===== src/rtl/rf_pkg.sv =====
package rf_pkg;
  parameter int RF_NUM_REGS = 32;
  parameter int RF_DATA_W   = 32;
endpackage


===== src/rtl/rf_wr_dec.sv =====
module rf_wr_dec #(
  parameter int NUM_REGS = 32,
  parameter int ADDR_W   = 5
) (
  input  logic              en_i,
  input  logic [ADDR_W-1:0] addr_i,
  output logic [NUM_REGS-1:0] sel_o
);
  for (genvar k = 0; k < NUM_REGS; k++) begin : g_sel
    if (k == 0) begin : g_zero
      assign sel_o[k] = 1'b0;  // entry 0 never selected
    end else begin : g_live
      assign sel_o[k] = en_i && (addr_i == ADDR_W'(k));
    end
  end
endmodule


===== src/rtl/rf_store.sv =====
module rf_store #(
  parameter int NUM_REGS = 32,
  parameter int DATA_W   = 32
) (
  input  logic                             clk_i,
  input  logic                             rst_ni,
  input  logic [NUM_REGS-1:0]              sel_i,
  input  logic [DATA_W-1:0]                data_i,
  output logic [NUM_REGS-1:0][DATA_W-1:0]  rf_o
);
  for (genvar k = 0; k < NUM_REGS; k++) begin : g_row
    if (k == 0) begin : g_zero
      assign rf_o[k] = '0;
    end else begin : g_ff
      logic [DATA_W-1:0] q;
      always_ff @(posedge clk_i or negedge rst_ni) begin
        if (!rst_ni)       q <= '0;
        else if (sel_i[k]) q <= data_i;
      end
      assign rf_o[k] = q;
    end
  end
endmodule


===== src/rtl/rf_rd_mux.sv =====
module rf_rd_mux #(
  parameter int NUM_REGS = 32,
  parameter int DATA_W   = 32,
  parameter int ADDR_W   = 5
) (
  input  logic [ADDR_W-1:0]                addr_i,
  input  logic [NUM_REGS-1:0][DATA_W-1:0]  rf_i,
  output logic [DATA_W-1:0]                data_o
);
  // NUM_REGS is a power of two, so every address is in range
  assign data_o = rf_i[addr_i];
endmodule


===== src/rtl/rf_2r1w.sv =====
module rf_2r1w
  import rf_pkg::*;
#(
  parameter int NUM_REGS = RF_NUM_REGS,
  parameter int DATA_W   = RF_DATA_W,
  localparam int ADDR_W  = $clog2(NUM_REGS)
) (
  input  logic              clk_i,
  input  logic              rst_ni,
  input  logic              wr_en_i,
  input  logic [ADDR_W-1:0] wr_addr_i,
  input  logic [DATA_W-1:0] wr_data_i,
  input  logic [ADDR_W-1:0] rd_addr_a_i,
  output logic [DATA_W-1:0] rd_data_a_o,
  input  logic [ADDR_W-1:0] rd_addr_b_i,
  output logic [DATA_W-1:0] rd_data_b_o
);
  logic [NUM_REGS-1:0]             wr_sel;
  logic [NUM_REGS-1:0][DATA_W-1:0] rf_q;

  rf_wr_dec #(.NUM_REGS(NUM_REGS), .ADDR_W(ADDR_W)) u_dec (
    .en_i(wr_en_i), .addr_i(wr_addr_i), .sel_o(wr_sel)
  );

  rf_store #(.NUM_REGS(NUM_REGS), .DATA_W(DATA_W)) u_store (
    .clk_i(clk_i), .rst_ni(rst_ni), .sel_i(wr_sel),
    .data_i(wr_data_i), .rf_o(rf_q)
  );

  rf_rd_mux #(.NUM_REGS(NUM_REGS), .DATA_W(DATA_W), .ADDR_W(ADDR_W)) u_rd_a (
    .addr_i(rd_addr_a_i), .rf_i(rf_q), .data_o(rd_data_a_o)
  );

  rf_rd_mux #(.NUM_REGS(NUM_REGS), .DATA_W(DATA_W), .ADDR_W(ADDR_W)) u_rd_b (
    .addr_i(rd_addr_b_i), .rf_i(rf_q), .data_o(rd_data_b_o)
  );


  wr_land_chk: assert property (@(posedge clk_i) disable iff (!rst_ni)
    (wr_en_i && wr_addr_i != '0) |=> rf_q[$past(wr_addr_i)] == $past(wr_data_i));


  rd_zero_a_chk: assert property (@(posedge clk_i) disable iff (!rst_ni)
    (rd_addr_a_i == '0) |-> (rd_data_a_o == '0));


  rd_zero_b_chk: assert property (@(posedge clk_i) disable iff (!rst_ni)
    (rd_addr_b_i == '0) |-> (rd_data_b_o == '0));


  wr_zero_drop_chk: assert property (@(posedge clk_i) disable iff (!rst_ni)
    (wr_en_i && wr_addr_i == '0) |=> $stable(rf_q));


  wr_idle_chk: assert property (@(posedge clk_i) disable iff (!rst_ni)
    !wr_en_i |=> $stable(rf_q));


  sel_onehot_chk: assert property (@(posedge clk_i) disable iff (!rst_ni)
    $onehot0(wr_sel));


  same_addr_chk: assert property (@(posedge clk_i) disable iff (!rst_ni)
    (rd_addr_a_i == rd_addr_b_i) |-> (rd_data_a_o == rd_data_b_o));
endmodule


===== config.mk =====
export PLATFORM = sky130hd
export DESIGN_NAME = rf_2r1w
export DESIGN_NICKNAME = d
export VERILOG_FILES = /design/src/rtl/rf_pkg.sv /design/src/rtl/rf_wr_dec.sv /design/src/rtl/rf_store.sv /design/src/rtl/rf_rd_mux.sv /design/src/rtl/rf_2r1w.sv
export SDC_FILE = /design/constraint.sdc
export NUM_CORES = 2
export LEC_CHECK = 0
export BUFFER_PORTS_ARGS = -buffer_cell sky130_fd_sc_hd__buf_2
export CAP_MARGIN = 30
export CORE_ASPECT_RATIO = 1.25
export CORE_MARGIN = 3
export CORE_UTILIZATION = 55
export DETAILED_ROUTE_END_ITERATION = 8
export PLACE_DENSITY = 0.7
export SYNTH_ARGS = -nofsm -noshare
export SYNTH_HDL_FRONTEND = slang
export SYNTH_SLANG_ARGS = --single-unit

===== constraint.sdc =====
create_clock -name clk_i -period 3 [get_ports clk_i]
set_input_delay 0.45 -clock clk_i [delete_from_list [all_inputs] [get_ports clk_i]]
set_output_delay 0.45 -clock clk_i [all_outputs]
set_load 0.01 [all_outputs]

; Word level (Yosys, flattened, before mapping)
; Cells that the tools add are included.
[word_totals]
out_inout_bits = 64
ff_bits = 992
word_cells = 99
[op_classes]
n_lt_le_gt_ge = 2
n_eq_ne = 31
n_mux = 4
n_reduce_logical = 31
[ops]
columns = op, count
row1 = $bmux W32 S5, 2
row2 = $eq A5 B5 Y1 const B, 16
row3 = $mux W32, 2
row4 = $eq A5 B4 Y1 const B, 8
row5 = $logic_and A1 B1 Y1, 31
row6 = $eq A5 B3 Y1 const B, 4
row7 = $lt A5 B6 Y1 const B, 2
row8 = $eq A5 B2 Y1 const B, 2
row9 = $eq A5 B1 Y1 const B, 1

; Logic depth before layout (Yosys ltp)
[depth]
depth_word = 2
mapped_depth = 9
mapped_depth_nobuf = 4

; Cells and area by module
; Synthesis repeated with hierarchy kept, for this count alone.
[unflattened]
cells_unflattened = 4601
area_unflattened_um2 = 57463.9
[modules_own_cells]
columns = module, area_each_um2, n_inst, cells_per_inst
row1 = rf_store, 39451.6, 1, 2237
row2 = rf_rd_mux, 8887.3, 2, 1158
row3 = rf_wr_dec, 237.7, 1, 48

; Worst setup path before layout
; No wires, ideal clock.
[synth_timing]
path_type = input to output
startpoint = in rd_addr_b_i[0]
endpoint = out rd_data_b_o[10]
arrival_ns = 2.004
stages = 7
slack_ns = 0.546
cell_sequence = buf_2 > buf_6 > buf_2 > mux4_2 > a22o_1 > o21ai_1 > o31ai_1
[synth_via]
elab_chain_cells = 2
[synth_lines]
columns = element, line_no
row1 = from (decl), rf_2r1w.sv:15  ; input logic [ADDR_W-1:0] rd_addr_b_i,
row2 = $bmux W32 S5, rf_rd_mux.sv:11  ; assign data_o = rf_i[addr_i];
row3 = $mux W32 (implied by the code), rf_rd_mux.sv:11
row4 = to (decl), rf_2r1w.sv:16  ; output logic [DATA_W-1:0] rd_data_b_o
; No other way between the ends. The select of a mux whose other input is x is not followed.

; Worst setup path in the final report
[layout_timing]
startpoint = in rd_addr_a_i[2]
endpoint = out rd_data_a_o[31]
[layout_via]
elab_chain_cells = 2
[layout_lines]
columns = element, line_no
row1 = from (decl), rf_2r1w.sv:13  ; input logic [ADDR_W-1:0] rd_addr_a_i,
row2 = $bmux W32 S5, rf_rd_mux.sv:11
row3 = $mux W32 (implied by the code), rf_rd_mux.sv:11
row4 = to (decl), rf_2r1w.sv:14  ; output logic [DATA_W-1:0] rd_data_a_o,
; No other way between the ends. The select of a mux whose other input is x is not followed.

==> metrics.yaml <==
ir_drop_uv: 541
dieArea_mm2: 0.101
io_pins: 114
ys_types: 30
fin_crit_sh_pct: 99.8
power.switching_mw: 10.9
cp_cell_sequence: "buf_8, buf_12, mux4_2, mux2i_1, and2_1, o31ai_1, buf_2"
detail_route.vias_per_cell: 7.05
dieHeight_um: 354
fin_skew_ns: 0
cts_tree: "done"
vias: 35700
track_usage_pct: 33.6
fin_crit_ns: 2.99
ys_async_sr_fraction_pct: 100
outcome: "finished, final reports clean"
setup_violations: 0
design_area_mm2: 0.0604
cp_max_fo: 29
tightest_slew_ns: 0.840
wl_per_cell_um: 33.5
switching_share_pct: 27.6
yosysTopAreaCellShare_pct: 46.6
fp-row-count: 127
drc: 0
slew_viol_final: 0
yosysMostFrequentCell: "mux2_2"
ys_warn_count: 0
n_fill_cell: 7062
top_regs: "u_store.g_row.g_ff.q (992)"
power_mw: 39.6
final_hold_viol_count: 0
worstSetupPathType: "primary input to output port"
crit_slowest_cell: "o31ai_1"
clock_sinks: 992
clockPowerShare_pct: 32.6
drtIter0Drc: 3452
dominantRegCellSynth: "dfrtp_1"
worstPathArrival_ns: 2.54
synth_common_cells: "mux2_2, dfrtp_1, mux4_2"
clock_path_buffers: 3
grt_pass1_wl_um: 251000
synth.avg_cell_area_um2: 14.8
root_buffer: "clkbuf_16"
final_core_util_pct: 63.0
multi_input_area_mm2: 0.0268
cp_top_family: "buffers and inverters"
ys_ff_latch: 992
seqPwrFrac_pct: 45.5
worst_ep_required_time_ns: 2.55
crit_path_end_kind: "output port"
h-tree-depth: 3
power_frac_comb_pct: 21.9
place.gp.congestion: 0.886
hpwl_um: 108000
clkSlewWorstSetupHoldPaths_ns: 0.06
grt.overflow.total: 0
dpl_cell_area_mm2: 0.0569
holdWs_ns: 0.400
rsz0062_at_grt: "true"
synth_area_mm2: 0.0532
power_density_mw_per_mm2: 655
relSlewSlack_pct: 43.6
max_freq_mhz: 334
cts_made_buffers: 102
die_w_um: 284
grt_pass1_vias: 38400
holdCritPathClass: "primary input to flop"
critical-path-max-stage-delay_ns: 0.71
synth-edff-count: 0
antenna_found_initial: 12
core_mm2: 0.0960
drt-pass1-iter-count: 6
synth_area_leader_cell: "dfrtp_1"
port-buffer-count: 113
crit_buf_inv: 3
largest_reg_flops: 992
p_int_mw: 28.6
start_util_pct: 55.5
startpoint_type: "primary input"
netlist_instances: 3605
ant_nets: 0
p_leak_nw: 26.5
synth_area_leaders: "dfrtp_1, mux2_2, mux4_2, mux2i_1, a22o_1"
post_cts_buffers: 0
area_growth_pct: 13.5
drive_above_1_share_pct: 53.0
setup-tns-final_ns: 0
grt_max_degree: 96
maxCapViolations: 0
ys_seq_area_share_pct: 46.6
dp_slack_ns: 0.00778
fin_nets: 3741
synth_fp_nets: 3655
top_register: "u_store.g_row.g_ff.q"
regArea_mm2: 0.0248
setup_ws_ns: 0.00501
stdcell_count: 5068
insertion_delay_ns: 0.68
placed_cells: 4875
routed_wl_um: 170000
[per-layer routing]
layer	track usage (%)	vias up	share of wire [%]
met5	0	-	0.032
met4	17.1	8	5.7
met3	7.06	543	8.5
met2	54.4	1890	48
met1	43.3	19100	38
li1	-	14200	-
[cell type report]
type / count / share of cell area, %
diodes: 5 / 0.0207
flip-flops and latches: 992 / 41.1
repair buffers: 388 / 6.25
inverters: 2 / 0.0124
multi-input cells: 2205 / 44.4
clock buffers: 161 / 5.14
well taps: 1290 / 2.67
clock inverters: 25 / 0.464
[final timing paths]
path	start	end	slack (ns)	depth (start not counted)
worst max-delay path	rd_addr_a_i[2]	rd_data_a_o[31]	0.005	7
worst min-delay path	wr_data_i[8]	u_store.g_row[13].g_ff.q[8]	0.40	2
worst max register to register	u_store.g_row[3].g_ff.q[4]	u_store.g_row[3].g_ff.q[4]	2.17	1
worst min register to register	u_store.g_row[18].g_ff.q[2]	u_store.g_row[18].g_ff.q[2]	0.51	1
max in group asynchronous	rst_ni	u_store.g_row[7].g_ff.q[11]	1.54	3
min in group asynchronous	rst_ni	u_store.g_row[25].g_ff.q[13]	0.41	2
[power groups by stage]
stage               sequential [mW]  clock, mW  combinational [mW]
CTS                            17.9       13.0                8.65
detailed placement             18.1          0                8.60
global route                   18.3       13.6                9.22
finish                         18.0       12.9                8.67
floorplan                      17.4          0                6.33
global placement               17.8          0                8.27
[cells in the final DEF, fill, tap and decap left out, types with 3 or more instances in the layout]
| cell type | synthesis | final |
|---|---|---|
| buf_16 | 0 | 4 |
| buf_12 | 0 | 80 |
| clkinv_2 | 0 | 13 |
| clkinvlp_4 | 0 | 3 |
| nor2_4 | 0 | 14 |
| dfrtp_1 | 992 | 992 |
| o31ai_1 | 64 | 60 |
| bufinv_16 | 0 | 5 |
| o21ai_2 | 0 | 3 |
| mux2_1 | 39 | 39 |
| o21ai_1 | 64 | 61 |
| o22ai_1 | 64 | 64 |
| buf_2 | 141 | 102 |
| mux2_2 | 1017 | 1017 |
| buf_4 | 31 | 197 |
| clkbuf_16 | 0 | 107 |
| a211oi_1 | 64 | 62 |
| nor2b_4 | 0 | 8 |
| inv_6 | 0 | 3 |
| mux4_2 | 384 | 384 |
| nand2b_1 | 5 | 3 |
| nand4b_1 | 3 | 3 |
| and2_1 | 66 | 64 |
| diode_2 | 0 | 5 |
| mux2i_1 | 192 | 192 |
| or3_2 | 0 | 3 |
| nand2_2 | 0 | 13 |
| a22o_1 | 192 | 192 |
| o31ai_2 | 0 | 4 |
| clkbuf_1 | 219 | 30 |
| clkbuf_8 | 0 | 26 |
[what timing repair did]
action,4_1_cts,5_1_grt
setup endpoints to repair,4,13
hold buffers,1,0
hold endpoints to repair,35,0
cloned,0,1
gates resized for setup,5,10
[logic make-up after synthesis]
logic type | after synthesis | share of synthesized area, %
AO/OA/AOI/OAI | 448 | 6.32
flip-flops | 992 | 46.6
multiplexers | 1632 | 42.2
AND/OR/NAND/NOR | 125 | 1.36
buffers and inverters | 408 | 3.53
Note: power is estimated with default switching activity, not from simulation.
